===== config.mk =====
export PLATFORM = sky130hd
export DESIGN_NAME = tdc_stamp_core
export DESIGN_NICKNAME = d
export VERILOG_FILES = /design/src/rtl/tdc_stamp_pkg.sv /design/src/rtl/tdc_tap_capture.sv /design/src/rtl/tdc_edge_encoder.sv /design/src/rtl/tdc_coarse_counter.sv /design/src/rtl/tdc_stamp_core.sv
export SDC_FILE = /design/constraint.sdc
export NUM_CORES = 1
export LEC_CHECK = 0
export ABC_AREA = 1
export BUFFER_PORTS_ARGS = -buffer_cell sky130_fd_sc_hd__buf_2
export CORE_MARGIN = 2
export CORE_UTILIZATION = 48
export DETAILED_ROUTE_END_ITERATION = 8
export PLACE_DENSITY_LB_ADDON = 0.3
export SYNTH_ARGS = -nofsm -noshare
export SYNTH_HDL_FRONTEND = slang
export SYNTH_SLANG_ARGS = --single-unit

===== constraint.sdc =====
create_clock -name clk -period 1.8 [get_ports clk]
set_input_delay 0 -clock clk [delete_from_list [all_inputs] [get_ports clk]]
set_output_delay 0 -clock clk [all_outputs]
set_load 0.02 [all_outputs]

===== src/rtl/tdc_stamp_pkg.sv =====
package tdc_stamp_pkg;
    // Default geometry of the delay line and coarse counter
    localparam int TDC_TAPS_DEF   = 32;
    localparam int TDC_COARSE_DEF = 8;
endpackage


===== src/rtl/tdc_tap_capture.sv =====
module tdc_tap_capture #(
    parameter int TAPS = 32
) (
    input  logic            clk,
    input  logic            rst,
    input  logic [TAPS-1:0] taps_i,
    output logic [TAPS-1:0] snap_o,
    output logic            prev_tap0_o
);
    typedef struct packed {
        logic [TAPS-1:0] snap;
        logic            prev0;
    } cap_t;

    cap_t cap_d, cap_q;

    always_comb begin
        cap_d       = cap_q;
        cap_d.snap  = taps_i;
        cap_d.prev0 = cap_q.snap[0];
    end

    always_ff @(posedge clk) begin
        if (rst) cap_q <= '0;
        else     cap_q <= cap_d;
    end

    assign snap_o      = cap_q.snap;
    assign prev_tap0_o = cap_q.prev0;
endmodule


===== src/rtl/tdc_edge_encoder.sv =====
module tdc_edge_encoder #(
    parameter int TAPS = 32,
    parameter int FW   = $clog2(TAPS)
) (
    input  logic [TAPS-1:0] snap_i,
    output logic            found_o,
    output logic [FW-1:0]   pos_o
);
    // Fold polarity so that tap 0 always reads as 1
    logic [TAPS-1:0] norm;
    logic [TAPS-1:0] run;     // run[i]: taps 0..i-1 all still 1
    logic [TAPS-1:0] front;   // one-hot at the first 0 above tap 0

    assign norm = snap_i ^ {TAPS{~snap_i[0]}};
    assign run[0] = 1'b1;

    genvar gi;
    generate
        for (gi = 1; gi < TAPS; gi++) begin : g_run
            assign run[gi] = run[gi-1] & norm[gi-1];
        end
        for (gi = 0; gi < TAPS; gi++) begin : g_front
            assign front[gi] = run[gi] & ~norm[gi];
        end
    endgenerate

    always_comb begin
        found_o = |front;
        pos_o   = '0;
        for (int i = 1; i < TAPS; i++) begin
            if (front[i]) pos_o = pos_o | FW'(i);
        end
    end
endmodule


===== src/rtl/tdc_coarse_counter.sv =====
module tdc_coarse_counter #(
    parameter int CW = 8
) (
    input  logic          clk,
    input  logic          rst,
    output logic [CW-1:0] count_o
);
    logic [CW-1:0] cnt_d, cnt_q;

    always_comb begin
        cnt_d = cnt_q + CW'(1);
    end

    always_ff @(posedge clk) begin
        if (rst) cnt_q <= '0;
        else     cnt_q <= cnt_d;
    end

    assign count_o = cnt_q;
endmodule


===== src/rtl/tdc_stamp_core.sv =====
module tdc_stamp_core
    import tdc_stamp_pkg::*;
#(
    parameter  int TAPS = TDC_TAPS_DEF,
    parameter  int CW   = TDC_COARSE_DEF,
    localparam int FW   = $clog2(TAPS)
) (
    input  logic            clk,
    input  logic            rst,
    input  logic [TAPS-1:0] taps_i,
    output logic            ev_valid_o,
    output logic [CW-1:0]   ev_coarse_o,
    output logic [FW-1:0]   ev_fine1_o,
    output logic [FW-1:0]   ev_fine2_o,
    output logic            ev_fine2_ok_o
);
    typedef struct packed {
        logic          pend_vld;
        logic [CW-1:0] pend_coarse;
        logic [FW-1:0] pend_fine;
        logic          out_vld;
        logic [CW-1:0] out_coarse;
        logic [FW-1:0] out_fine1;
        logic [FW-1:0] out_fine2;
        logic          out_f2ok;
    } core_t;

    core_t st_d, st_q;

    logic [TAPS-1:0] snap;
    logic            prev0;
    logic            found;
    logic [FW-1:0]   pos;
    logic [CW-1:0]   coarse;
    logic            hit;

    tdc_tap_capture #(.TAPS(TAPS)) u_capture (
        .clk         (clk),
        .rst         (rst),
        .taps_i      (taps_i),
        .snap_o      (snap),
        .prev_tap0_o (prev0)
    );

    tdc_edge_encoder #(.TAPS(TAPS), .FW(FW)) u_encoder (
        .snap_i  (snap),
        .found_o (found),
        .pos_o   (pos)
    );

    tdc_coarse_counter #(.CW(CW)) u_coarse (
        .clk     (clk),
        .rst     (rst),
        .count_o (coarse)
    );

    assign hit = snap[0] ^ prev0;

    always_comb begin
        st_d = '0;
        // Stage 1: open a pending event on a new, non-uniform edge
        if (hit && found) begin
            st_d.pend_vld    = 1'b1;
            st_d.pend_coarse = coarse;
            st_d.pend_fine   = pos;
        end
        // Stage 2: close the pending event with the follow-up snapshot
        if (st_q.pend_vld) begin
            st_d.out_vld    = 1'b1;
            st_d.out_coarse = st_q.pend_coarse;
            st_d.out_fine1  = st_q.pend_fine;
            if (!hit && found) begin
                st_d.out_f2ok  = 1'b1;
                st_d.out_fine2 = pos;
            end
        end
    end

    always_ff @(posedge clk) begin
        if (rst) st_q <= '0;
        else     st_q <= st_d;
    end

    assign ev_valid_o    = st_q.out_vld;
    assign ev_coarse_o   = st_q.out_coarse;
    assign ev_fine1_o    = st_q.out_fine1;
    assign ev_fine2_o    = st_q.out_fine2;
    assign ev_fine2_ok_o = st_q.out_f2ok;
endmodule


After elaboration in Yosys (flattened, before gate mapping)
Index checks and enable logic that the tools add are counted.
{"block": "op_classes", "add_sub_neg": 1, "n_mux": 35, "bitwise_logic": 98, "reduce_logical": 6}
{"op": "$mux W5", "n": 16}
{"op": "$and A1 B1 Y1", "n": 61}
{"op": "$not A1 Y1", "n": 35}
{"op": "$mux W4", "n": 8}
{"op": "$reduce_or A32 Y1", "n": 1}
{"op": "$xor A32 B32 Y32", "n": 1}
{"op": "$mux W20", "n": 1}
{"op": "$mux W14", "n": 1}
{"op": "$mux W3", "n": 4}
{"op": "$mux W6", "n": 2}
{"op": "$add A8 B1 Y8 const B", "n": 1}
{"op": "$mux W2", "n": 2}
{"op": "$reduce_or A2 Y1", "n": 2}
{"op": "$logic_and A1 B1 Y1", "n": 2}
{"op": "$logic_not A1 Y1", "n": 1}
{"op": "$mux W1", "n": 1}
{"op": "$xor A1 B1 Y1", "n": 1}
{"block": "word_totals", "reg_bits": 75, "in_bits": 34, "out_inout_bits": 20, "elab_cells": 151}

Logic depth before layout (Yosys ltp)
Gate-level depths: netlist of run 1.
{"block": "depth", "depth_word": 38, "depth_mapped": 16, "ltp_nobuf": 15}

By module
From an unflattened synthesis of run 1, not the netlist that was laid out.
{"block": "hier_totals", "hier_cells": 439, "area_unflattened_um2": 3438.3}
{"module": "tdc_stamp_core", "n_inst": 1, "cells_per_inst": 126, "area_each_um2": 1163.6, "seq_area_each_um2": 680.7}
{"module": "tdc_edge_encoder", "n_inst": 1, "cells_per_inst": 164, "area_each_um2": 973.4, "seq_area_each_um2": 0.0}
{"module": "tdc_tap_capture", "n_inst": 1, "cells_per_inst": 103, "area_each_um2": 958.4, "seq_area_each_um2": 660.6}
{"module": "tdc_coarse_counter", "n_inst": 1, "cells_per_inst": 46, "area_each_um2": 342.8, "seq_area_each_um2": 160.2}

Worst setup path before layout of run 1
No wires, ideal clock.
{"block": "synth_path", "kind": "reg2reg", "from": "register u_capture.cap_q, in the netlist u_capture.snap_o[0]", "to": "register st_q[30] (netlist bit)", "setup_time_ns": 0.117, "arrival_time_ns": 1.909, "setup_slack_ns": -0.226, "stages_incl_launch_ff": 12, "path_buffers": 4, "synth_period_minus_slack_ns": 2.026, "path_cell_list": "dfxtp_1 -> buf_6 -> buf_8 -> buf_4 -> xor2_1 -> nor2_1 -> inv_2 -> o41ai_2 -> nand3_2 -> nand2_2 -> buf_6 -> nor2_4"}
{"block": "synth_via", "elab_chain_cells": 37, "elab_cells_between_ends": 100}
{"item": "start, declared", "line_no": "tdc_tap_capture.sv:15", "source": "cap_t cap_d, cap_q;"}
{"item": "start signal, assigned", "line_no": "tdc_tap_capture.sv:25", "source": "else cap_q <= cap_d;"}
{"item": "$not A1 Y1", "line_no": "tdc_edge_encoder.sv:14", "source": "assign norm = snap_i ^ {TAPS{~snap_i[0]}};"}
{"item": "$xor A32 B32 Y32", "line_no": "tdc_edge_encoder.sv:14"}
{"item": "$and A1 B1 Y1 (30 in series)", "line_no": "tdc_edge_encoder.sv:20", "source": "assign run[gi] = run[gi-1] & norm[gi-1];"}
{"item": "$and A1 B1 Y1", "line_no": "tdc_edge_encoder.sv:23", "source": "assign front[gi] = run[gi] & ~norm[gi];"}
{"item": "$reduce_or A32 Y1", "line_no": "tdc_edge_encoder.sv:28", "source": "found_o = |front;"}
{"item": "$logic_and A1 B1 Y1 (*)", "line_no": "tdc_stamp_core.sv:62", "source": "if (hit && found) begin"}
{"item": "$not A1 Y1 (no line) (*)"}
{"item": "$reduce_or A2 Y1 (no line) (*)"}
{"item": "end signal, assigned", "line_no": "tdc_stamp_core.sv:81", "source": "else st_q <= st_d;"}
{"item": "end, declared", "line_no": "tdc_stamp_core.sv:28", "source": "core_t st_d, st_q;"}
Mark *: on every way between the ends. The rest lies on a longest branch, timed or not.
A chain may end at the register's enable or synchronous reset.

Worst setup path in the final report of run 1
{"block": "layout_path", "from": "register u_capture.cap_q, in the netlist u_capture.snap_o[0]", "to": "register st_q[33] (netlist bit)"}
{"block": "layout_via", "elab_chain_cells": 36, "elab_cells_between_ends": 99}
{"item": "$not A1 Y1", "line_no": "tdc_edge_encoder.sv:14"}
{"item": "$xor A32 B32 Y32", "line_no": "tdc_edge_encoder.sv:14"}
{"item": "$and A1 B1 Y1 (30 in series)", "line_no": "tdc_edge_encoder.sv:20"}
{"item": "$and A1 B1 Y1", "line_no": "tdc_edge_encoder.sv:23"}
{"item": "$reduce_or A32 Y1", "line_no": "tdc_edge_encoder.sv:28"}
{"item": "$logic_and A1 B1 Y1 (*)", "line_no": "tdc_stamp_core.sv:62"}
{"item": "$mux W14 (*)", "line_no": "tdc_stamp_core.sv:62"}
Marked as above.

==> impl_metrics.csv, run 1 <==
group,metric,value,unit
synth,synthMuxAreaShare,0,%
drt,first_iter_violations,76,
power_and_ir_drop,p_int,0.00256,W
synth,yosys_warnings,0,
power_and_ir_drop,clockPowerShare,34.4,%
cells_and_area,seqCellArea,1510,sq um
drt,drc,0,
sta,max_freq,483,MHz
global_routing,grt_pass1_vias,2471,
synth,synthXorXnorAreaFrac,7.45,%
floorplanning,num_rows,30,
clock_network,cts_tree,"yes",
global_routing,grt_max_degree,29,
synth,synth_edf_count,0,
drt,dr.pass1.iters,4,
sta,maxSlewViolCount,0,
power_and_ir_drop,p_leak,2.22,nW
power_and_ir_drop,sw_frac_of_total,29.2,%
sta,fin_tns_setup,-4.68,ns
setup_path,path_max_fanout,10,
synth,synth_top_family_by_area,"simple AND/OR/NAND/NOR gates",
worst_hold_path,min_from,"taps_i[27]",
drt,antenna_left,0,
cells_and_area,syn_to_final_growth,38.8,%
sta,finalCritPeriodShare,115,%
floorplanning,die-area,7540,sq um
synth,synth_simple_gate_area_share,26.8,%
synth,yosys.area_share.adder,0.380,%
synth,synth.distinct_cells,32,
floorplanning,initial_core_util,49.0,%
synth,syn_area_per_cell,8.07,sq um
sta,fin_skew,0.00842,ns
setup_path,r2r_start,"u_capture.snap_o[0]$_SDFF_PP0_",
sta,setup_viol,20,
run_status,outcome,"finished, violations left",
cells_and_area,fill_cells,515,
synth,yosysSeqAreaShare,45.6,%
synth,synth_compound_area_share,3.69,%
cells_and_area,drive_gt1_share,32.4,%
setup_path,worstSetupPathType,"flop to flop",
global_routing,global_route.usage.met1,19.6,%
drt,wire_per_inst,10.3,microns
cells_and_area,diodes,0,
power_and_ir_drop,p_comb_share,17.5,%
power_and_ir_drop,power.total,0.00362,W
synth,synthCells,408,
drt,routed_wl,6260,microns
drt,vias_per_cell,4.33,
sta,period_needed,2.07,ns
clock_network,clkTransAtPathRegs,0.09,ns
global_routing,use_met2,29.6,%
cells_and_area,multiInputGateArea,1440,sq um
setup_path,arrival,2.33,ns
drt,vias,2643,
power_and_ir_drop,powerDensity,792,nW/um^2
setup_path,crit_start,"u_capture.snap_o[0]$_SDFF_PP0_",
sta,hold_viol,0,
floorplanning,die_y,86.8,microns
setup_path,critPathLaunchType,"flop",
job,cap_violations,0,
synth,synthesis.nets,443,
floorplanning,ioPinCount,54,
clock_network,worstSkewPairLatency,0.35,ns
global_routing,gr-usage-all-layers,17.3,%
run_status,violations,"negative setup slack",
clock_network,clock-root-buffer,"clkbuf_8",
placed_design,io_buffers,53,
synth,synthArstFlopShare,0,%
power_and_ir_drop,pwr-share-seq,48.1,%
worst_hold_path,hold_path_class,"input port to flop",
cells_and_area,final_cell_mix,"inv_1 (80), nor2_1 (79), dfxtp_1 (74)",
sta,fin_ws,-0.270,ns
power_and_ir_drop,power.switching,0.00106,W
global_routing,grt-busiest-layer,"met2",
synth,synth_ff_type,"dfxtp_1",
sta,rsz0062_at_grt,"true",
power_and_ir_drop,ir_worst_vdd,511,uV
placed_design,place_ws,-0.313,ns
clock_network,cts_buffer_depth,2,
sta,tightest_slew,0.365,ns
global_routing,grt_pass1_wl,10200,microns
setup_path,cp-end-kind,"flop",
setup_path,required,2.06,ns
global_routing,met3_usage,3.71,%
synth,ys_seq_elements,75,
clock_network,clkSinkCount,75,
sta,maxSlewHeadroom,75.6,%
synth,syn_area,3290,sq um
floorplanning,core_area,6720,sq um
global_routing,grt_overflow,0,
clock_network,cts_buffers,9,
placed_design,dp_hpwl,3980,microns
placed_design,gp_congestion,0.812,
cells_and_area,final_common_cell,"inv_1",
cells_and_area,finalNetCount,561,
global_routing,antenna_found_initial,0,
floorplanning,die_w,86.8,microns
clock_network,cts_max_level,3,
## per-layer routing
metal	wire (microns)	share of wire, %
met1	2680	43
met2	3100	49
met3	267	4.3
met4	216	3.4
met5	0	0
## critical path, stage by stage, from the launching register on
cell     delay, ns
dfxtp_4       0.40
buf_12        0.15
nand2_4       0.06
nand2_4       0.07
nand3_4       0.09
nor2_4        0.13
nand4_4       0.14
nor4_4        0.34
buf_4         0.19
nand3_4       0.09
nand2_4       0.10
buf_12        0.17
inv_2         0.04
## cell usage after synthesis (all sizes together) (3+ instances only)
master,count,share of area [%]
nor2,106,16
o21ai,4,0.61
nor4,3,1.0
nand3,7,1.4
clkbuf,4,0.46
buf,24,5.9
a31oi,4,0.76
dfxtp,75,46
nand4,8,2.6
nor3,7,1.1
xor2,24,6.4
a21oi,9,1.4
nand2,38,4.6
inv,85,9.7
xnor2,4,1.1
## flip-flops by register name (all words and copies together) (netlist names)
signal                 count
ev_fine2_ok_o              1
ev_fine2_o                 5
ev_valid_o                 1
ev_fine1_o                 5
u_capture.prev_tap0_o      1
st_q                      14
u_capture.snap_o          32
ev_coarse_o                8
u_coarse.count_o           8
## kinds of logic (layout without fill, tap and decap cells)
kind of cell / Yosys count / after routing
XOR/XNOR: 28 / 28
AND/OR/NAND/NOR: 171 / 171
flip-flops: 75 / 75
AO/OA/AOI/OAI: 20 / 20
buffers and inverters: 113 / 236
adder cells (fa/ha/maj): 1 / 1
## per-stage QoR
stage	cell area [sq um]	util [%]	hold slack [ns]	instances
after floorplan	3350	-	0.0996	408
after CTS	4440	66.1	0.366	609
after global placement	3830	57.0	0.200	553
final	4570	68.0	0.375	611
after global routing	4570	68.0	0.389	611
after detailed placement	3830	57.0	0.205	553
## worst paths after layout
path	to	slack [ns]	depth (start not counted)
worst max-delay path	st_q[33]$_SDFF_PP0_	-0.27	12
worst min-delay path	u_capture.snap_o[27]$_SDFF_PP0_	0.38	4
worst max register to register	st_q[33]$_SDFF_PP0_	-0.27	12
worst min register to register	ev_coarse_o[7]$_SDFF_PP0_	0.41	2
## power by group through the flow
stage	clock network, W	registers [W]	logic, W
after floorplan	0	0.00177	0.000334
after global placement	0	0.00178	0.000510
after detailed placement	0	0.00178	0.000522
after CTS	0.00127	0.00174	0.000595
after global routing	0.00134	0.00175	0.000704
final	0.00124	0.00174	0.000634
## repair_timing
item | in CTS | in global routing
pin swaps | 11 | 10
gates resized for setup | 9 | 28
buffers inserted | 4 | 2
setup endpoints to repair | 20 | 20
hold endpoints to repair | 36 | 0
hold buffers | 36 | 0
## final cells by class
type                    instances  share of cell area, %
clock buffers                   9                   2.71
clock inverters                 7                   1.48
inverters                      85                   7.04
multi-input cells             220                   31.4
flip-flops and latches         75                   32.9
well taps                      80                   2.19
repair buffers                135                   22.2
No activity file was read; power rests on OpenSTA's default activity.
==> run 2, diff against run 1 <==
--- a/config.mk
+++ b/config.mk
@@ -7,6 +7,7 @@
 export LEC_CHECK = 0
 export ABC_AREA = 1
 export BUFFER_PORTS_ARGS = -buffer_cell sky130_fd_sc_hd__buf_2
+export CORE_ASPECT_RATIO = 0.75
 export CORE_MARGIN = 2
 export CORE_UTILIZATION = 48
 export DETAILED_ROUTE_END_ITERATION = 8
==> constraint.sdc (replaced) <==
create_clock -name clk -period 2.1 [get_ports clk]
set_input_delay 0 -clock clk [delete_from_list [all_inputs] [get_ports clk]]
set_output_delay 0 -clock clk [all_outputs]
set_load 0.02 [all_outputs]
==> impl_metrics.csv, run 2 (synthesis gave the netlist of run 1 again) <==
group,metric,value,unit
floorplanning,die_y,75.7,microns
power_and_ir_drop,power.total,0.00295,W
power_and_ir_drop,powerDensity,705,nW/um^2
placed_design,dp_hpwl,3860,microns
cells_and_area,drive_gt1_share,26.4,%
sta,tightest_slew,0.447,ns
power_and_ir_drop,p_comb_share,15.0,%
drt,dr.pass1.iters,4,
setup_path,crit_path_cell_trace,"buf_6, xnor2_1, inv_2, nor2_4, nand4_4, nor2_4, nand4_4, nor2_4, nand4_2, nand3_2, nand2_2, buf_4, a21oi_1",
clock_network,cts_buffers,9,
power_and_ir_drop,p_int,0.00211,W
sta,setup_viol,0,
sta,fin_ws,0.0378,ns
drt,wire_per_inst,9.89,microns
cells_and_area,final_common_cell,"nor2_1",
power_and_ir_drop,clockPowerShare,34.6,%
floorplanning,die-area,7550,sq um
floorplanning,ioPinCount,54,
power_and_ir_drop,sw_frac_of_total,28.4,%
cells_and_area,finalNetCount,530,
drt,first_iter_violations,74,
setup_path,cp-end-kind,"flop",
setup_path,worst_path_largest_cell_delay,0.34,ns
cells_and_area,syn_to_final_growth,27.2,%
placed_design,io_buffers,53,
sta,maxSlewHeadroom,70.1,%
clock_network,cts_tree,"yes",
placed_design,place_ws,0.0138,ns
clock_network,cts_buffer_depth,2,
setup_path,r2r_slack,0.04,ns
sta,max_freq,485,MHz
sta,rsz0062_at_grt,"true",
global_routing,gr-usage-all-layers,16.4,%
global_routing,antenna_found_initial,0,
placed_design,place_area,3600,sq um
sta,finalCritPeriodShare,98.2,%
power_and_ir_drop,ir_worst_vdd,450,uV
setup_path,path_max_fanout,5,
placed_design,dp_cells,533,
global_routing,grt_max_degree,41,
setup_path,arrival,2.35,ns
sta,maxSlewViolCount,0,
power_and_ir_drop,power.switching,0.000839,W
sta,period_needed,2.06,ns
sta,hold_viol,0,
setup_path,slowest_stage,"dfxtp_2",
floorplanning,initial_core_util,48.9,%
clock_network,clkTransAtPathRegs,0.09,ns
floorplanning,die_w,99.6,microns
setup_path,required,2.39,ns
worst_hold_path,hold_path_end,"u_capture.snap_o[7]$_SDFF_PP0_",
drt,vias_per_cell,4.27,
power_and_ir_drop,pwr-share-seq,50.5,%
worst_hold_path,min_from,"taps_i[7]",
clock_network,cts_max_level,3,
drt,routed_wl,5780,microns
global_routing,grt_overflow,0,
clock_network,clock-root-buffer,"clkbuf_8",
cells_and_area,design_area,4190,sq um
cells_and_area,fill_cells,546,
sta,whs,0.374,ns
setup_path,rr_worst_depth,13,
global_routing,grt_pass1_vias,2330,
setup_path,worstSetupPathType,"flop to flop",
global_routing,grt_pass1_wl,9570,microns
floorplanning,num_rows,26,
clock_network,clkSinkCount,75,
cells_and_area,largest_reg_flops,32,
cells_and_area,diodes,0,
worst_hold_path,hold_path_class,"input port to flop",
setup_path,critPathLaunchType,"flop",
drt,drc,0,
drt,antenna_left,0,
power_and_ir_drop,p_leak,2.01,nW
clock_network,worstSkewPairLatency,0.36,ns
cells_and_area,instances_no_fill,584,
setup_path,timing.critical_path.mode_cell,"nor2_4",
job,cap_violations,0,
worst_hold_path,whs_path_depth,4,
drt,vias,2496,
cells_and_area,final_cell_mix,"nor2_1 (85), inv_1 (81), dfxtp_1 (74)",
setup_path,r2r_start,"u_capture.snap_o[0]$_SDFF_PP0_",
floorplanning,core_area,6730,sq um
placed_design,gp_congestion,0.817,
run_status,outcome,"finished, final reports clean",
setup_path,r2r-end,"st_q[20]$_SDFF_PP0_",
sta,fin_skew,0.0107,ns
[run 2: cell types whose count changed in the layout (fill, tap and decap cells not counted), sizes merged]
cell / previous run / this run
dlygate4sd3: 36 / 33
buf: 99 / 71
[run 2: how the worst max path moves through the flow]
| stage | start | to | cells after the start | slack [ns] |
|---|---|---|---|---|
| floorplan | u_capture.snap_o[0]$_SDFF_PP0_ | st_q[30]$_SDFF_PP0_ | 11 | 0.07 |
| global placement | u_capture.snap_o[0]$_SDFF_PP0_ | st_q[30]$_SDFF_PP0_ | 10 | 0.05 |
| detailed placement | u_capture.snap_o[0]$_SDFF_PP0_ | st_q[20]$_SDFF_PP0_ | 15 | 0.01 |
| CTS | u_capture.snap_o[0]$_SDFF_PP0_ | st_q[20]$_SDFF_PP0_ | 15 | -0.001 |
| global route | u_capture.snap_o[0]$_SDFF_PP0_ | st_q[20]$_SDFF_PP0_ | 13 | -0.12 |
| finish | u_capture.snap_o[0]$_SDFF_PP0_ | st_q[20]$_SDFF_PP0_ | 13 | 0.04 |
[run 2: layer usage]
metal  wire length [microns]  global-route usage, %
met2                    2780                   29.0
met1                    2620                   18.0
met4                     101                   6.85
met3                     272                   6.70
met5                       0                      0
[run 2: final cells by class]
| cell class | count | area (sq um) | area share (%) |
|---|---|---|---|
| clock buffers | 9 | 124 | 2.96 |
| well taps | 84 | 105 | 2.51 |
| multi-input cells | 220 | 1300 | 31.1 |
| clock inverters | 7 | 58.8 | 1.40 |
| inverters | 85 | 327 | 7.80 |
| flip-flops and latches | 75 | 1500 | 35.9 |
| repair buffers | 104 | 767 | 18.3 |
[run 2: timing repair]
item,4_1_cts,5_1_grt
setup buffers,0,2
gates resized for setup,0,21
hold buffers,33,0
setup endpoints to repair,1,19
pin swaps,0,1
endpoints found under the hold margin,35,0
[run 2: per-stage QoR]
stage	setup TNS [ns]	utilization (%)
after floorplan	0	-
after global placement	0	53.4
after detailed placement	0	53.4
after CTS	-0.00111	61.1
after global routing	-1.39	62.2
final	0	62.2
[run 2: critical path, delay by kind of cell (launching register included)]
family                 cells  cell delay [ns]
AO/OA/AOI/OAI              1             0.13
buffers and inverters      3             0.37
AND/OR/NAND/NOR            8             0.93
XOR/XNOR                   1             0.21
flip-flops                 1             0.34
[run 2: power groups by stage]
stage	combinational, W	sequential (W)	clock (W)
floorplan	0.000274	0.00152	0
global route	0.000495	0.00149	0.00112
finish	0.000442	0.00149	0.00102
detailed placement	0.000370	0.00152	0
global placement	0.000364	0.00152	0
CTS	0.000418	0.00149	0.00105
